$ cat src/rtl/dtmr_pkg.sv
package dtmr_pkg;

  typedef enum logic [2:0] {
    RG_LOAD  = 3'd0,
    RG_VALUE = 3'd1,
    RG_CTRL  = 3'd2,
    RG_ACK   = 3'd3,
    RG_RAW   = 3'd4,
    RG_MSK   = 3'd5,
    RG_BGLD  = 3'd6,
    RG_NONE  = 3'd7
  } chan_reg_e;

  localparam int          CTRL_W    = 8;
  localparam logic [7:0]  CTRL_MASK = 8'hEF;
  localparam logic [7:0]  CTRL_RST  = 8'h20;
  localparam int          BIT_RUN   = 7;
  localparam int          BIT_IEN   = 5;
  localparam int          ID_WORDS  = 12;

  function automatic logic [7:0] id_byte(input logic [3:0] idx);
    case (idx)
      4'd0:    id_byte = 8'h04;
      4'd4:    id_byte = 8'h23;
      4'd5:    id_byte = 8'hB8;
      4'd6:    id_byte = 8'h1B;
      4'd8:    id_byte = 8'h0D;
      4'd9:    id_byte = 8'hF0;
      4'd10:   id_byte = 8'h05;
      4'd11:   id_byte = 8'hB1;
      default: id_byte = 8'h00;
    endcase
  endfunction

endpackage

$ cat src/rtl/dtmr_decode.sv
module dtmr_decode
  import dtmr_pkg::*;
#(
  parameter int ADDR_W = 12,
  parameter int NUM_CH = 2
) (
  input  logic [ADDR_W-1:0] paddr,
  output logic              chan_hit,
  output logic [(NUM_CH>1 ? $clog2(NUM_CH) : 1)-1:0] ch_idx,
  output chan_reg_e         creg,
  output logic              itcr_hit,
  output logic              itop_hit,
  output logic              id_hit,
  output logic [3:0]        id_idx
);
  localparam int CH_BITS = (NUM_CH > 1) ? $clog2(NUM_CH) : 1;
  localparam int WORD_W  = ADDR_W - 2;
  localparam logic [WORD_W-1:0] ITCR_W = WORD_W'(12'hF00 >> 2);
  localparam logic [WORD_W-1:0] ITOP_W = WORD_W'(12'hF04 >> 2);
  localparam logic [WORD_W-1:0] ID_W   = WORD_W'(12'hFD0 >> 2);

  logic              aligned;
  logic [WORD_W-1:0] word;
  logic [WORD_W-1:0] id_off;

  assign aligned  = (paddr[1:0] == 2'b00);
  assign word     = paddr[ADDR_W-1:2];
  assign id_off   = word - ID_W;

  assign chan_hit = aligned && (paddr[ADDR_W-1:5+CH_BITS] == '0)
                    && (paddr[4:2] != 3'd7);
  assign ch_idx   = paddr[5 +: CH_BITS];
  assign creg     = chan_hit ? chan_reg_e'(paddr[4:2]) : RG_NONE;
  assign itcr_hit = aligned && (word == ITCR_W);
  assign itop_hit = aligned && (word == ITOP_W);
  assign id_hit   = aligned && (id_off < WORD_W'(ID_WORDS));
  assign id_idx   = id_off[3:0];
endmodule

$ cat src/rtl/dtmr_channel.sv
module dtmr_channel
  import dtmr_pkg::*;
#(
  parameter int DATA_W = 32
) (
  input  logic              clk,
  input  logic              rst,
  input  logic              wr_en,
  input  chan_reg_e         rsel,
  input  logic [DATA_W-1:0] wdata,
  output logic [DATA_W-1:0] rdata,
  output logic              irq_masked
);
  logic [DATA_W-1:0] load_q, value_q;
  logic [CTRL_W-1:0] ctrl_q;
  logic              raw_q;
  logic              run, expire, wr_load;

  assign run     = ctrl_q[BIT_RUN];
  assign expire  = run && (value_q == DATA_W'(1));
  assign wr_load = wr_en && (rsel == RG_LOAD);

  always_ff @(posedge clk) begin
    if (rst) begin
      load_q  <= '0;
      value_q <= '1;
      ctrl_q  <= CTRL_RST;
      raw_q   <= 1'b0;
    end else begin
      if (wr_load) begin
        load_q  <= wdata;
        value_q <= wdata;
      end else if (run) begin
        value_q <= (value_q == '0) ? load_q : value_q - 1'b1;
      end
      if (wr_en && rsel == RG_BGLD) load_q <= wdata;
      if (wr_en && rsel == RG_CTRL) ctrl_q <= wdata[CTRL_W-1:0] & CTRL_MASK;
      if (expire)                        raw_q <= 1'b1;
      else if (wr_en && rsel == RG_ACK)  raw_q <= 1'b0;
    end
  end

  assign irq_masked = raw_q && ctrl_q[BIT_IEN];

  always_comb begin
    case (rsel)
      RG_LOAD, RG_BGLD: rdata = load_q;
      RG_VALUE:         rdata = value_q;
      RG_CTRL:          rdata = DATA_W'(ctrl_q);
      RG_RAW:           rdata = DATA_W'(raw_q);
      RG_MSK:           rdata = DATA_W'(irq_masked);
      default:          rdata = '0;
    endcase
  end


  load_both_chk: assert property (@(posedge clk) disable iff (rst)
    wr_load |=> (value_q == $past(wdata)) && (load_q == $past(wdata)));


  hold_when_off_chk: assert property (@(posedge clk) disable iff (rst)
    (!run && !wr_load) |=> $stable(value_q));


  ack_clears_chk: assert property (@(posedge clk) disable iff (rst)
    (wr_en && rsel == RG_ACK && !expire) |=> !raw_q);
endmodule

$ cat src/rtl/dtmr_irq_out.sv
module dtmr_irq_out #(
  parameter int NUM_CH = 2
) (
  input  logic              clk,
  input  logic              rst,
  input  logic              wr_itcr,
  input  logic              wr_itop,
  input  logic              wbit_en,
  input  logic [NUM_CH-1:0] wbits_out,
  input  logic [NUM_CH-1:0] masked_in,
  output logic              test_en,
  output logic [NUM_CH-1:0] irq_chan,
  output logic              irq_any
);
  logic [NUM_CH-1:0] test_bits;
  logic [NUM_CH-1:0] irq_nxt;

  assign irq_nxt = test_en ? test_bits : masked_in;

  always_ff @(posedge clk) begin
    if (rst) begin
      test_en   <= 1'b0;
      test_bits <= '0;
      irq_chan  <= '0;
      irq_any   <= 1'b0;
    end else begin
      if (wr_itcr) test_en   <= wbit_en;
      if (wr_itop) test_bits <= wbits_out;
      irq_chan <= irq_nxt;
      irq_any  <= |irq_nxt;
    end
  end


  test_drive_chk: assert property (@(posedge clk) disable iff (rst)
    test_en |=> irq_chan == $past(test_bits));


  normal_drive_chk: assert property (@(posedge clk) disable iff (rst)
    !test_en |=> irq_chan == $past(masked_in));


  any_is_or_chk: assert property (@(posedge clk) disable iff (rst)
    irq_any == (|irq_chan));
endmodule

$ cat src/rtl/dtmr_apb_top.sv
module dtmr_apb_top
  import dtmr_pkg::*;
#(
  parameter int ADDR_W = 12,
  parameter int DATA_W = 32,
  parameter int NUM_CH = 2
) (
  input  logic              clk,
  input  logic              rst,
  input  logic              psel,
  input  logic              penable,
  input  logic              pwrite,
  input  logic [ADDR_W-1:0] paddr,
  input  logic [DATA_W-1:0] pwdata,
  output logic [DATA_W-1:0] prdata,
  output logic              pready,
  output logic              pslverr,
  output logic [NUM_CH-1:0] irq_chan,
  output logic              irq_any
);
  localparam int CH_BITS = (NUM_CH > 1) ? $clog2(NUM_CH) : 1;

  logic               chan_hit, itcr_hit, itop_hit, id_hit;
  logic [CH_BITS-1:0] ch_idx;
  logic [3:0]         id_idx;
  chan_reg_e          creg;
  logic               setup_rd, access_wr, mapped, test_en;
  logic [NUM_CH-1:0]  masked;
  logic [DATA_W-1:0]  ch_rdata [NUM_CH];
  logic [DATA_W-1:0]  rd_nxt;

  dtmr_decode #(.ADDR_W(ADDR_W), .NUM_CH(NUM_CH)) u_dec (
    .paddr(paddr), .chan_hit(chan_hit), .ch_idx(ch_idx), .creg(creg),
    .itcr_hit(itcr_hit), .itop_hit(itop_hit), .id_hit(id_hit), .id_idx(id_idx)
  );

  assign setup_rd  = psel && !penable && !pwrite;
  assign access_wr = psel && penable && pwrite;
  assign mapped    = chan_hit || itcr_hit || itop_hit || id_hit;

  for (genvar g = 0; g < NUM_CH; g++) begin : g_ch
    dtmr_channel #(.DATA_W(DATA_W)) u_ch (
      .clk(clk), .rst(rst),
      .wr_en(access_wr && chan_hit && (ch_idx == CH_BITS'(g))),
      .rsel(creg), .wdata(pwdata),
      .rdata(ch_rdata[g]), .irq_masked(masked[g])
    );
  end

  dtmr_irq_out #(.NUM_CH(NUM_CH)) u_irq (
    .clk(clk), .rst(rst),
    .wr_itcr(access_wr && itcr_hit), .wr_itop(access_wr && itop_hit),
    .wbit_en(pwdata[0]), .wbits_out(pwdata[NUM_CH-1:0]),
    .masked_in(masked), .test_en(test_en),
    .irq_chan(irq_chan), .irq_any(irq_any)
  );

  always_comb begin
    if (itcr_hit)      rd_nxt = DATA_W'(test_en);
    else if (id_hit)   rd_nxt = DATA_W'(id_byte(id_idx));
    else if (chan_hit) rd_nxt = ch_rdata[ch_idx];
    else               rd_nxt = '0;
  end

  always_ff @(posedge clk) begin
    if (rst)           prdata <= '0;
    else if (setup_rd) prdata <= rd_nxt;
  end

  assign pready  = 1'b1;
  assign pslverr = 1'b0;


  unmapped_zero_chk: assert property (@(posedge clk) disable iff (rst)
    (setup_rd && !mapped) |=> prdata == '0);
endmodule

$ cat config.mk
export PLATFORM = sky130hd
export DESIGN_NAME = dtmr_apb_top
export DESIGN_NICKNAME = d
export VERILOG_FILES = /design/src/rtl/dtmr_pkg.sv /design/src/rtl/dtmr_decode.sv /design/src/rtl/dtmr_channel.sv /design/src/rtl/dtmr_irq_out.sv /design/src/rtl/dtmr_apb_top.sv
export SDC_FILE = /design/constraint.sdc
export NUM_CORES = 1
export LEC_CHECK = 0
export BUFFER_PORTS_ARGS = -buffer_cell sky130_fd_sc_hd__clkbuf_2
export CAP_MARGIN = 20
export CORE_ASPECT_RATIO = 0.7
export CORE_MARGIN = 2
export CORE_UTILIZATION = 28
export DETAILED_ROUTE_END_ITERATION = 16
export GPL_TIMING_DRIVEN = 0
export PLACE_DENSITY_LB_ADDON = 0.08
export SLEW_MARGIN = 0
export SYNTH_ARGS = -nofsm -noshare
export SYNTH_HDL_FRONTEND = slang
export SYNTH_SLANG_ARGS = --single-unit
$ cat constraint.sdc
create_clock -name clk -period 3 [get_ports clk]
set_input_delay 0.45 -clock clk [delete_from_list [all_inputs] [get_ports clk]]
set_output_delay 0.45 -clock clk [all_outputs]
set_load 0.02 [all_outputs]
==> reports/metrics.yaml <==
cells_and_area:
  mostFrequentLayoutCell: "nand2_1"
  syn_to_final_growth_pct: 15.4
  fin_nets: 1527
  antenna_cells: 0
  n_fill_cell: 3954
  layout_common_cells: "nand2_1, dfxtp_1, a21oi_1, o21ai_0, clkbuf_2"
  drive_gt1_share_pct: 11.8
  stdcell_area_um2: 12100
worst_setup_path:
  critPathRequiredTime_ns: 3.34
  crit_arrival_ns: 3.16
  endpoint_kind: "flip-flop"
  start_kind: "flip-flop"
  crit_type: "flip-flop to flip-flop"
  crit_fanout: 10
  rrSetupSlack_ns: 0.18
synthesis:
  synth_top_cell_by_area: "dfxtp_1"
  async_flop_share_pct: 0
  seq_area_frac_synth_pct: 34.8
  yosys_warnings: 0
  synth_fp_nets: 1427
  synth_top_area_share_pct: 34.8
  syn_avg_cell_area_um2: 7.66
  ys_seq_elements: 182
  yosys.cell_types.count: 72
  synth_cells: 1366
  synth-edff-count: 0
  synth_ff_type: "dfxtp_1"
  synthTopCellsByArea: "dfxtp_1, nand2_1, a21oi_1"
  syn_area_um2: 10500
cts:
  htree_levels: 4
  cts_buffers: 17
  post_cts_buffers: 0
  cts_resized: 0
  ctsHoldBuffers: 0
  cts-root-buf: "clkbuf_16"
  clk_pin_slew_ns: 0.08
  clockBufferDepth: 2
  numClockSinks: 182
  tritoncts: "yes"
  insertion_delay_ns: 0.47
power_and_ir_drop:
  max-vdd-ir-drop_uv: 435
  leakage_nw: 3.97
  clock_power_share_pct: 46.1
  p_seq_share_pct: 47.6
  pwr-share-comb_pct: 6.3
  p_per_area_nw_per_um2: 420
  netSwitchingFraction_pct: 26.4
  power_switching_mw: 1.34
  intPower_mw: 3.73
placed_design:
  place.gp.congestion: 0.974
  portBuffers: 81
  postPlaceCellArea_um2: 11500
  dp_slack_ns: -0.463
  dp_hpwl_mm: 38.9
routing:
  drt_iter0_drc: 1285
  detail_route.wl_per_cell_um: 25.7
  drt-total-wl_mm: 50.5
  vias_per_cell: 5.75
  num_vias: 11300
  first_pass_iters: 7
  drc: 0
  ant_nets: 0
timing:
  max_freq_mhz: 355
  layout_worst_path_cycle_share_pct: 94.0
  relSlewSlack_pct: 27.3
  tns_ns: 0
  min_period_ns: 2.82
  slew_viol_final: 0
  hold_viol: 0
  worst_pin_slew_ns: 1.09
  fin_skew_ns: 0.0127
  setup_ws_ns: 0.181
  rsz0062_at_grt: "false"
  setup_viol: 0
global_routing:
  grt_pass1_vias: 10300
  grt_pass1_wl_mm: 73.2
  antenna_found_initial: 0
  grt_max_degree: 17
  overflow: 0
  track_usage_pct: 25.5
floorplanning:
  chipWidth_um: 235
  die-area_um2: 39000
  start_util_pct: 28.3
  placementRows: 59
  coreArea_um2: 37000
  die_h_um: 166
  ioPinCount: 86
run:
  max_cap_violations: 0
status:
  status: "complete, no violations"
min_path:
  hold_path_class: "input pin to flip-flop"
## flip-flops by register name (all words and copies together), names as in the netlist
register	flops
g_ch.u_ch.raw_q	2
u_irq.irq_any	1
g_ch.u_ch.load_q	64
prdata	32
g_ch.u_ch.value_q	64
u_irq.test_en	1
g_ch.u_ch.ctrl_q	14
u_irq.irq_chan	2
u_irq.test_bits	2
## critical path, stage by stage (launching register included)
cell and delay (ns):
dfxtp_1 0.30, clkbuf_1 0.20, nor4_2 0.59, nand3_1 0.32
or4_1 0.54, clkbuf_1 0.19, buf_2 0.25, o221ai_1 0.20
o21ai_0 0.09
## synth_stat cells, types with 7 or more instances
cell      instances
buf_2            31
dfxtp_1         182
nand2b_1         13
o31ai_1          32
mux2i_1          21
nand2_1         254
nor2b_1           7
ha_1             12
nand4_1          11
or4_1            15
inv_1            16
a211oi_1         74
nand3_1          18
buf_1             8
nor2_1           66
nor3b_1          38
clkbuf_1         74
a221oi_1         29
a31oi_1          10
or3_1             7
nor4_1           19
o21ai_0          89
a21oi_1         120
xor2_1           19
and3_1           26
xnor2_1          16
nor3_1           35
o211ai_1         16
a221o_1           8
## cell type report
| class | count | area, um2 | share of cell area (%) |
|---|---|---|---|
| inverters | 16 | 60.1 | 0.497 |
| plain buffers | 120 | 526 | 4.35 |
| flip-flops and latches | 182 | 3640 | 30.2 |
| clock inverters | 12 | 128 | 1.06 |
| well taps | 488 | 611 | 5.05 |
| clock buffers | 20 | 447 | 3.70 |
| multi-input cells | 1048 | 6260 | 51.8 |
| repair buffers | 81 | 405 | 3.36 |
## power by group through the flow
stage	sequential, mW	combinational (mW)	clock [mW]
after floorplan	2.47	0.124	0
after global placement	2.47	0.308	0
after detailed placement	2.47	0.304	0
after CTS	2.41	0.305	2.36
after global routing	2.41	0.331	2.47
final	2.41	0.318	2.34
## metal layers
layer / up-vias / GRT usage, % / wire length (um)
met5: - / 0 / 0
met3: 46 / 7.96 / 5420
met4: 0 / 5.86 / 775
met1: 5531 / 39.1 / 24900
met2: 498 / 33.8 / 19500
li1: 5237 / - / -
## per-stage QoR
stage | std cells | hold WS [ns] | power [mW] | utilization [%]
after floorplan | 1366 | 0.432 | 2.60 | -
after global placement | 1935 | 0.438 | 2.78 | 31.0
after detailed placement | 1935 | 0.445 | 2.78 | 31.0
after CTS | 1967 | 0.310 | 5.08 | 32.6
after global routing | 1967 | 0.322 | 5.21 | 32.7
final | 1967 | 0.338 | 5.07 | 32.7
## cell families after synthesis
logic type,count (synthesis),synth area share (%)
buffers and inverters,136,5.57
flip-flops,182,34.8
AND/OR/NAND/NOR,536,25.3
adder cells (fa/ha/maj),12,1.43
XOR/XNOR,35,2.93
AO/OA/AOI/OAI,440,27.6
other,2,0.0718
multiplexers,23,2.22
## path summary, 6_finish.rpt
| path | from | to | cells after the start |
|---|---|---|---|
| min reg2reg | prdata[29]$_SDFFE_PP0P_ | prdata[29]$_SDFFE_PP0P_ | 2 |
| min | pwdata[20] | g_ch[0].u_ch.load_q[20]$_SDFFE_PP0P_ | 3 |
| max reg2reg | g_ch[0].u_ch.value_q[4]$_SDFFE_PP1P_ | g_ch[0].u_ch.value_q[31]$_SDFFE_PP1P_ | 8 |
| max | g_ch[0].u_ch.value_q[4]$_SDFFE_PP1P_ | g_ch[0].u_ch.value_q[31]$_SDFFE_PP1P_ | 8 |
Note: power is estimated with default switching activity, not from simulation.
